**config.mk**
```make
export PLATFORM = sky130hd
export DESIGN_NAME = i2c_gc_target
export DESIGN_NICKNAME = d
export VERILOG_FILES = /design/src/rtl/i2c_gc_pkg.sv /design/src/rtl/i2c_line_sync.sv /design/src/rtl/i2c_gc_decode.sv /design/src/rtl/i2c_tx_hold.sv /design/src/rtl/i2c_gc_target.sv
export SDC_FILE = /design/constraint.sdc
export NUM_CORES = 1
export LEC_CHECK = 0
export ABC_AREA = 1
export BUFFER_PORTS_ARGS = -buffer_cell sky130_fd_sc_hd__buf_2
export CORE_MARGIN = 2
export CORE_UTILIZATION = 55
export DETAILED_ROUTE_END_ITERATION = 10
export GPL_TIMING_DRIVEN = 0
export PLACE_DENSITY = 0.81
export SKIP_LAST_GASP = 1
export SLEW_MARGIN = 10
export SYNTH_ARGS = -nofsm -noshare
export SYNTH_HDL_FRONTEND = slang
export SYNTH_HIERARCHICAL = 1
export SYNTH_SLANG_ARGS = --single-unit
```
**constraint.sdc**
```tcl
create_clock -name clk -period 5.3 [get_ports clk]
set_clock_uncertainty 0.05 [all_clocks]
set_input_delay 1.06 -clock clk [delete_from_list [all_inputs] [get_ports clk]]
set_output_delay 1.06 -clock clk [all_outputs]
set_load 0.05 [all_outputs]
```
**src/rtl/i2c_gc_pkg.sv**
```systemverilog
package i2c_gc_pkg;

  typedef enum logic [2:0] {
    ST_IDLE,
    ST_HDR,
    ST_HDR2,
    ST_RXD,
    ST_ACK,
    ST_TXD,
    ST_MACK,
    ST_SKIP
  } bus_st_e;

  typedef enum logic [1:0] {
    GCID_NONE  = 2'd0,
    GCID_OTHER = 2'd1,
    GCID_RESET = 2'd2,
    GCID_HW    = 2'd3
  } gc_id_e;

  localparam logic [7:0] GC_CMD_RESET = 8'h06;
  localparam logic [4:0] HDR10_TAG    = 5'b11110;

endpackage

```
**src/rtl/i2c_line_sync.sv**
```systemverilog
module i2c_line_sync #(
  parameter int STAGES = 2
) (
  input  logic       clk,
  input  logic       rst,
  input  logic [1:0] line_i,   // [0] SCL, [1] SDA
  output logic [1:0] line_s,
  output logic       scl_rise,
  output logic       scl_fall,
  output logic       start_det,
  output logic       stop_det
);

  logic [1:0] prev;

  for (genvar g = 0; g < 2; g++) begin : g_line
    logic [STAGES-1:0] sr;
    always_ff @(posedge clk) begin
      if (rst) sr <= '1;
      else     sr <= {sr[STAGES-2:0], line_i[g]};
    end
    assign line_s[g] = sr[STAGES-1];
  end

  always_ff @(posedge clk) begin
    if (rst) prev <= '1;
    else     prev <= line_s;
  end

  assign scl_rise  =  line_s[0] & ~prev[0];
  assign scl_fall  = ~line_s[0] &  prev[0];
  assign start_det =  line_s[0] &  prev[0] &  prev[1] & ~line_s[1];
  assign stop_det  =  line_s[0] &  prev[0] & ~prev[1] &  line_s[1];

endmodule

```
**src/rtl/i2c_gc_decode.sv**
```systemverilog
module i2c_gc_decode
  import i2c_gc_pkg::*;
#(
  parameter int DW = 8
) (
  input  logic [DW-1:0] cmd,
  input  logic [DW-1:0] alt_id,
  input  logic          hgc_on,
  output gc_id_e        id
);

  always_comb begin
    if (hgc_on && cmd == alt_id)        id = GCID_HW;
    else if (cmd == DW'(GC_CMD_RESET))  id = GCID_RESET;
    else                                id = GCID_OTHER;
  end

endmodule

```
**src/rtl/i2c_tx_hold.sv**
```systemverilog
module i2c_tx_hold #(
  parameter int DW = 8
) (
  input  logic          clk,
  input  logic          rst,
  input  logic          wr,
  input  logic [DW-1:0] wdata,
  input  logic          take,
  input  logic          flush,
  output logic [DW-1:0] dout
);

  logic [DW-1:0] data_q;
  logic          full_q;

  always_ff @(posedge clk) begin
    if (rst) begin
      data_q <= '0;
      full_q <= 1'b0;
    end else begin
      if (take) full_q <= 1'b0;
      if (wr) begin
        data_q <= wdata;
        full_q <= 1'b1;
      end
      if (flush) full_q <= 1'b0;
    end
  end

  assign dout = full_q ? data_q : '1;

endmodule

```
**src/rtl/i2c_gc_target.sv**
```systemverilog
module i2c_gc_target
  import i2c_gc_pkg::*;
#(
  parameter int DW          = 8,
  parameter int ADDR_W      = 10,
  parameter int SYNC_STAGES = 2
) (
  input  logic              clk,
  input  logic              rst,
  input  logic              scl_i,
  input  logic              sda_i,
  output logic              sda_oe,
  input  logic              slv_en,
  input  logic              addr10_en,
  input  logic              gc_en,
  input  logic              hgc_en,
  input  logic              early_tx,
  input  logic              gc_clr,
  input  logic [ADDR_W-1:0] own_addr,
  input  logic [DW-1:0]     alt_id,
  input  logic              tx_wr,
  input  logic [DW-1:0]     tx_data,
  output logic [DW-1:0]     rx_data,
  output logic              rx_irq,
  output logic              tx_irq,
  output logic              gc_irq,
  output logic              gc_stat,
  output logic [1:0]        gc_id
);

  localparam int BCW = $clog2(DW + 1);
  localparam logic [BCW-1:0] FULL = BCW'(DW);
  localparam logic [BCW-1:0] LAST = BCW'(DW - 1);

  logic [1:0] line_s;
  logic       scl_rise, scl_fall, start_det, stop_det, sda_s;

  i2c_line_sync #(.STAGES(SYNC_STAGES)) u_sync (
    .clk      (clk),
    .rst      (rst),
    .line_i   ({sda_i, scl_i}),
    .line_s   (line_s),
    .scl_rise (scl_rise),
    .scl_fall (scl_fall),
    .start_det(start_det),
    .stop_det (stop_det)
  );
  assign sda_s = line_s[1];

  bus_st_e        st, nxt_st, acc_nxt;
  logic [BCW-1:0] cnt;
  logic [DW-1:0]  sh;
  logic           drive, gc_pend, ten_ok, mack;
  logic           acc, set_gcp, set_ten, hdr10_hit;
  logic           live, byte_done, rx_evt, gc_evt, load_tx, flush_tx;
  logic [DW-1:0]  tx_dout;
  gc_id_e         gc_dec;

  i2c_gc_decode #(.DW(DW)) u_dec (
    .cmd   (sh),
    .alt_id(alt_id),
    .hgc_on(hgc_en & gc_en),
    .id    (gc_dec)
  );

  assign live      = slv_en & ~start_det & ~stop_det;
  assign byte_done = live & scl_fall & (cnt == FULL) &
                     (st == ST_HDR || st == ST_HDR2 || st == ST_RXD);
  assign rx_evt    = byte_done & (st == ST_RXD);
  assign gc_evt    = rx_evt & gc_pend;
  assign flush_tx  = gc_evt & (gc_dec == GCID_RESET);
  assign load_tx   = live & scl_fall &
                     ((st == ST_ACK && nxt_st == ST_TXD) || (st == ST_MACK && mack));

  i2c_tx_hold #(.DW(DW)) u_hold (
    .clk  (clk),
    .rst  (rst),
    .wr   (tx_wr),
    .wdata(tx_data),
    .take (load_tx),
    .flush(flush_tx),
    .dout (tx_dout)
  );

  assign hdr10_hit = addr10_en && (sh[DW-1:DW-5] == HDR10_TAG) &&
                     (sh[DW-6:DW-7] == own_addr[ADDR_W-1:ADDR_W-2]);

  // Accept / next-phase decision for the byte just shifted in
  always_comb begin
    acc     = 1'b0;
    acc_nxt = ST_RXD;
    set_gcp = 1'b0;
    set_ten = 1'b0;
    case (st)
      ST_HDR: begin
        if (gc_en && sh == '0) begin
          acc = 1'b1;
          set_gcp = 1'b1;
        end else if (!addr10_en && sh[DW-1:1] == own_addr[DW-2:0]) begin
          acc = 1'b1;
          acc_nxt = sh[0] ? ST_TXD : ST_RXD;
        end else if (hdr10_hit && !sh[0]) begin
          acc = 1'b1;
          acc_nxt = ST_HDR2;
        end else if (hdr10_hit && sh[0] && ten_ok) begin
          acc = 1'b1;
          acc_nxt = ST_TXD;
        end
      end
      ST_HDR2: begin
        if (sh == own_addr[DW-1:0]) begin
          acc = 1'b1;
          set_ten = 1'b1;
        end
      end
      ST_RXD: begin
        acc = 1'b1;
        if (gc_pend && gc_dec == GCID_RESET) acc_nxt = ST_IDLE;
      end
      default: ;
    endcase
  end

  // Bus state machine
  always_ff @(posedge clk) begin
    if (rst || !slv_en) begin
      st      <= ST_IDLE;
      nxt_st  <= ST_IDLE;
      cnt     <= '0;
      sh      <= '0;
      drive   <= 1'b0;
      gc_pend <= 1'b0;
      ten_ok  <= 1'b0;
      mack    <= 1'b0;
      rx_irq  <= 1'b0;
      tx_irq  <= 1'b0;
    end else begin
      rx_irq <= rx_evt;
      tx_irq <= 1'b0;
      if (start_det) begin
        st      <= ST_HDR;
        cnt     <= '0;
        drive   <= 1'b0;
        gc_pend <= 1'b0;
      end else if (stop_det) begin
        st      <= ST_IDLE;
        drive   <= 1'b0;
        gc_pend <= 1'b0;
        ten_ok  <= 1'b0;
      end else begin
        case (st)
          ST_HDR, ST_HDR2, ST_RXD: begin
            if (scl_rise && cnt != FULL) begin
              sh  <= {sh[DW-2:0], sda_s};
              cnt <= cnt + 1'b1;
            end else if (byte_done) begin
              cnt <= '0;
              if (acc) begin
                drive  <= 1'b1;
                st     <= ST_ACK;
                nxt_st <= acc_nxt;
                if (set_gcp) gc_pend <= 1'b1;
                if (st == ST_RXD) gc_pend <= 1'b0;
                if (st == ST_HDR && acc_nxt == ST_HDR2) ten_ok <= 1'b0;
                if (set_ten) ten_ok <= 1'b1;
              end else begin
                st <= ST_SKIP;
              end
            end
          end
          ST_ACK: begin
            if (scl_rise && early_tx && nxt_st == ST_TXD) tx_irq <= 1'b1;
            if (scl_fall) begin
              cnt <= '0;
              if (nxt_st == ST_TXD) begin
                sh    <= tx_dout;
                drive <= ~tx_dout[DW-1];
                st    <= ST_TXD;
                if (!early_tx) tx_irq <= 1'b1;
              end else begin
                drive <= 1'b0;
                st    <= nxt_st;
                if (nxt_st == ST_IDLE) ten_ok <= 1'b0;
              end
            end
          end
          ST_TXD: begin
            if (scl_fall) begin
              if (cnt == LAST) begin
                drive <= 1'b0;
                cnt   <= '0;
                st    <= ST_MACK;
              end else begin
                sh    <= {sh[DW-2:0], 1'b1};
                drive <= ~sh[DW-2];
                cnt   <= cnt + 1'b1;
              end
            end
          end
          ST_MACK: begin
            if (scl_rise) begin
              mack <= ~sda_s;
              if (early_tx && !sda_s) tx_irq <= 1'b1;
            end
            if (scl_fall) begin
              if (mack) begin
                sh    <= tx_dout;
                drive <= ~tx_dout[DW-1];
                st    <= ST_TXD;
                if (!early_tx) tx_irq <= 1'b1;
              end else begin
                drive <= 1'b0;
                st    <= ST_SKIP;
              end
            end
          end
          default: ;
        endcase
      end
    end
  end

  assign sda_oe = drive;

  // Received byte register
  always_ff @(posedge clk) begin
    if (rst)         rx_data <= '0;
    else if (rx_evt) rx_data <= sh;
  end

  // General-call status and identifier
  always_ff @(posedge clk) begin
    if (rst) begin
      gc_stat <= 1'b0;
      gc_id   <= GCID_NONE;
      gc_irq  <= 1'b0;
    end else begin
      gc_irq <= gc_evt;
      if (gc_clr) begin
        gc_stat <= 1'b0;
        gc_id   <= GCID_NONE;
      end
      if (gc_evt) begin
        gc_stat <= 1'b1;
        gc_id   <= gc_dec;
      end
    end
  end

endmodule

```
* Yosys cells after proc, flatten, opt, wreduce, memory -nomap -nowiden
Cells that the tools add are included.
Operators by class: add/sub/neg operators 1, equality and inequality tests 43, mux-type cells 83, bitwise gates (word level) 26, reductions and logical operators 46
Operators by type and width (count):
- $mux W8 | 8
- $mux W1 | 43
- $mux W3 | 12
- $ne A4 B4 Y1 const B | 8
- $pmux W8 S4 | 1
- $reduce_and A7 Y1 | 3
- $mux W4 | 5
- $ne A2 B2 Y1 const B | 10
- $ne A3 B3 Y1 const B | 6
- $and A1 B1 Y1 | 17
- $eq A8 B8 Y1 | 2
- $logic_and A1 B1 Y1 | 16
- $mux W2 | 7
- $eq A3 B3 Y1 const B | 4
- $pmux W3 S4 | 1
- $pmux W4 S3 | 1
- $reduce_and A10 Y1 | 1
- $reduce_and A5 Y1 | 2
- $eq A3 B2 Y1 const B | 3
- $not A1 Y1 | 9
- $reduce_and A9 Y1 | 1
- $eq A8 B3 Y1 const B | 1
- $logic_not A8 Y1 | 1
- $eq A7 B7 Y1 | 1
- other kinds (24) | 36
Word-level totals: register bits after elaboration 51, bits of input ports 37, output and inout bits 15, word-level logic and storage cells 219

* Depth between registers and ports, before layout
depth in word-level cells 19, mapped depth 16, mapped depth without buffers 16

* Modules after synthesis
Netlist, hierarchy kept.
By module, submodules not included:
- i2c_gc_target | times used 1, cells an instance 400, area an instance 2439.8 um^2, seq. area each 720.7 um^2
- i2c_tx_hold | times used 1, cells an instance 57, area an instance 376.6 um^2, seq. area each 180.2 um^2
- i2c_line_sync | times used 1, cells an instance 26, area an instance 212.7 um^2, seq. area each 120.1 um^2
- i2c_gc_decode | times used 1, cells an instance 49, area an instance 202.7 um^2, seq. area each 0.0 um^2

* Least setup slack after synthesis
OpenSTA, ideal clock, no wires.
path kind input-to-reg, start point input port hgc_en, end point register nxt_st[1], library setup time 0.113 ns, arrival time 2.246 ns, required time 5.137 ns, setup slack 2.891 ns, stages 16, path buffers 0, cell sequence nand2_1 > inv_1 > inv_1 > a21oi_2 > nand2_1 > nor2_1 > nand3_1 > nand2_1 > inv_1 > nor3_1 > inv_1 > nor2_1 > nor2_1 > a31o_2 > o21ai_1 > nor2_1
On the way: longest elaborated chain between the ends 7
RTL lines:
- start, declared | line i2c_gc_target.sv:16 | input logic hgc_en,
- $and A1 B1 Y1 | line i2c_gc_target.sv:62 | .hgc_on(hgc_en & gc_en),
- $logic_and A1 B1 Y1 | line i2c_gc_decode.sv:13 | if (hgc_on && cmd == alt_id) id = GCID_HW;
- $mux W2 | line i2c_gc_decode.sv:13
- via gc_dec[1] | line i2c_gc_target.sv:57 | gc_id_e gc_dec;
- $eq A2 B2 Y1 | line i2c_gc_target.sv:118 | if (gc_pend && gc_dec == GCID_RESET) acc_nxt = ST_IDLE;
- $logic_and A1 B1 Y1 | line i2c_gc_target.sv:118
- $mux W2 | line i2c_gc_target.sv:118
- $pmux W3 S2 | line i2c_gc_target.sv:94 | case (st)
- end signal, assigned | line i2c_gc_target.sv:161 | nxt_st <= acc_nxt;
- end, declared | line i2c_gc_target.sv:50 | bus_st_e st, nxt_st, acc_nxt;
The timed path passes the listed nets, and every way through them passes these cells. A chain may end at the register's enable or synchronous reset.

* Worst setup path after layout
start point input port slv_en, end point register u_hold.full_q
On the way: longest elaborated chain between the ends 9, elaborated cells between the ends (all ways) 11, those cells by class 9 x bitwise; 2 x reduce/logical
RTL lines:
- start, declared | line i2c_gc_target.sv:13 | input logic slv_en,
- $and A1 B1 Y1 (2 in a row) | line i2c_gc_target.sv:66 | assign live = slv_en & ~start_det & ~stop_det;
- $and A1 B1 Y1 (3 in a row) | line i2c_gc_target.sv:67 | assign byte_done = live & scl_fall & (cnt == FULL) &
- $and A1 B1 Y1 | line i2c_gc_target.sv:69 | assign rx_evt = byte_done & (st == ST_RXD);
- $and A1 B1 Y1 | line i2c_gc_target.sv:70 | assign gc_evt = rx_evt & gc_pend;
- $and A1 B1 Y1 | line i2c_gc_target.sv:71 | assign flush_tx = gc_evt & (gc_dec == GCID_RESET);
- via flush_tx | line i2c_gc_target.sv:55 | logic live, byte_done, rx_evt, gc_evt, load_tx, flush_tx;
- $reduce_or A2 Y1 (no line)
- end signal, assigned | line i2c_tx_hold.sv:21 | if (take) full_q <= 1'b0;
- end signal, assigned | line i2c_tx_hold.sv:24 | full_q <= 1'b1;
- end signal, assigned | line i2c_tx_hold.sv:26 | if (flush) full_q <= 1'b0;
- end, declared | line i2c_tx_hold.sv:14 | logic full_q;
The timed path passes the listed nets, and every way through them passes these cells.

==> run_results.csv <==
group,metric,value,unit
sta,setup-tns-final,0,ns
grt,grt_pass1_vias,3165,
job,drv_cap,0,
place,dpl_cell_area,3570,um2
pwr,swShare,0.288,
worst_setup_path,crit_arrival,2.66,ns
floorplanning,row_count,27,
sta,finalHoldViolCount,0,
finish,drive_gt1_frac,0.171,
place,routabilityCongestion,0.944,
clock_network,cts_setup_buffers,0,
synthesis,synthCells,531,
sta,drv_slew,0,
worst_setup_path,cp-end-kind,"flop",
sta,fin_crit,2.51,ns
drt,drt_wl_total,8010,um
synthesis,ys_warn_count,6,
grt,grtUsageTotal,0.269,
pwr,p_int,0.584,mW
worst_setup_path,start_kind,"input pin",
finish,final_common_cell,"nand2_1",
drt,detail_route.iter0.violations,256,
finish,num_antenna_cells,0,
pwr,comb_power_share,0.176,
run_status,outcome,"complete, no violations",
floorplanning,start_util,0.578,
worst_setup_path,crit_fanout,10,
sta,min_period_over_period,0.474,
finish,fin_area,3680,um2
pwr,seqPwrFrac,0.496,
finish,area_growth,14.0,%
clock_network,cts-hold-fix-buffers,0,
synthesis,syn-cell-area,3220,um2
clock_network,clockBufferDepth,2,
worst_setup_path,worstSetupPathType,"in2reg",
worst_setup_path,worstPathRequired,5.45,ns
synthesis,avgSynthCellArea,6.07,um2
floorplanning,die_y,80.6,um
drt,drc,0,
pwr,power_density,223,nW/um2
place,dp_hpwl,6300,um
finish,layout_common_cells,"nand2_1 (146), inv_1 (82), nor2_1 (77)",
sta,fmaxAchievable,398,MHz
pwr,power_frac_clock,0.327,
clock_network,cts_resized,0,
synthesis,synth_nets,570,
drt,ant_nets,0,
clock_network,cts_tree,"built",
clock_network,root_buffer,"clkbuf_8",
clock_network,clk_latency,0.30,ns
drt,dr.pass1.iters,5,
clock_network,htree_levels,2,
drt,vias_per_cell,5.18,
floorplanning,die_area,6490,um2
drt,post_drt_wl_per_cell,12.1,um
floorplanning,die_width,80.6,um
sta,rsz0062_at_grt,"false",
finish,nets,628,
sta,worst_pin_slew,0.451,ns
pwr,ir_worst_vdd,0.135,mV
clock_network,cts.sinks,51,
drt,num_vias,3424,
grt,grt_pass1_wl,13700,um
grt,global_route.overflow_total,0,
clock_network,cts.clk_slew.worst_paths,0.09,ns
sta,relSlewSlack,0.698,
clock_network,cts_inserted_buffers,5,
hold_path,holdCritPathClass,"reg2reg",
floorplanning,ios,52,
grt,grt_max_degree,16,
place,io_buffer_count,51,
pwr,p_leak,1.76,nW
sta,finalSetupViolations,0,
grt,antenna_found_initial,0,
floorplanning,core-area,5570,um2
pwr,switchingPower,0.236,mW
area by class of cell:
type	instances	area, um2
multi-input cells	379	1810
clock inverters	2	37.5
well taps	72	90.1
clock buffers	5	68.8
flip-flops and latches	51	1020
repair buffers	51	255
fillers	541	1900
inverters	94	354
plain buffers	7	35.0
state kept, by name, indices dropped and copies added (netlist names), 2 cells and up:
name and flops:
cnt 4, gc_id 2, nxt_st 3, rx_data 8
sh 8, st 3, u_hold/data_q 8, u_sync/g_line.sr 4
u_sync/prev 2
path summary, 6_finish.rpt:
path / from / end / slack [ns] / cells after the start
hold reg to reg: u_sync/g_line[1].sr[0] / u_sync/g_line[1].sr[1] / 0.37 / 1
setup / recovery: slv_en / u_hold/full_q / 2.79 / 11
hold / removal: u_sync/g_line[1].sr[0] / u_sync/g_line[1].sr[1] / 0.37 / 1
setup reg to reg: u_sync/prev[0] / u_hold/full_q / 2.85 / 12
power groups by stage:
stage	Sequential, mW	Clock (mW)	Combinational [mW]
3_5_place_dp	0.416	0	0.143
2_1_floorplan	0.413	0	0.100
4_1_cts	0.407	0.270	0.143
3_3_place_gp	0.415	0	0.141
5_1_grt	0.409	0.288	0.167
6_report	0.407	0.269	0.145
metal layers:
layer | global-route usage | part of all wire | vias up
met5 | 0 | 0 | -
met4 | 0.0695 | 0.0069 | 0
met3 | 0.0438 | 0.069 | 4
met2 | 0.468 | 0.47 | 112
met1 | 0.345 | 0.46 | 1534
li1 | - | - | 1774
worst max-delay path: stages:
cell and delay (ns):
buf_2 0.08, inv_1 0.05, nor3_2 0.20, nand2_2 0.16
nor3_4 0.39, inv_2 0.06, clkbuf_1 0.24, nor2_1 0.25
inv_1 0.06, nand2_1 0.07, a21oi_2 0.03
through the flow:
step / power (mW) / setup slack, ns / cells / hold slack [ns] / utilization
floorplan: 0.513 / 2.89 / 531 / 0.333 / -
global placement: 0.556 / 2.51 / 654 / 0.341 / 0.640
global route: 0.863 / 2.59 / 661 / 0.398 / 0.659
finish: 0.820 / 2.79 / 661 / 0.367 / 0.659
detailed placement: 0.558 / 2.50 / 654 / 0.348 / 0.640
CTS: 0.820 / 2.83 / 661 / 0.372 / 0.659
Power figures use the tool's default switching activity.
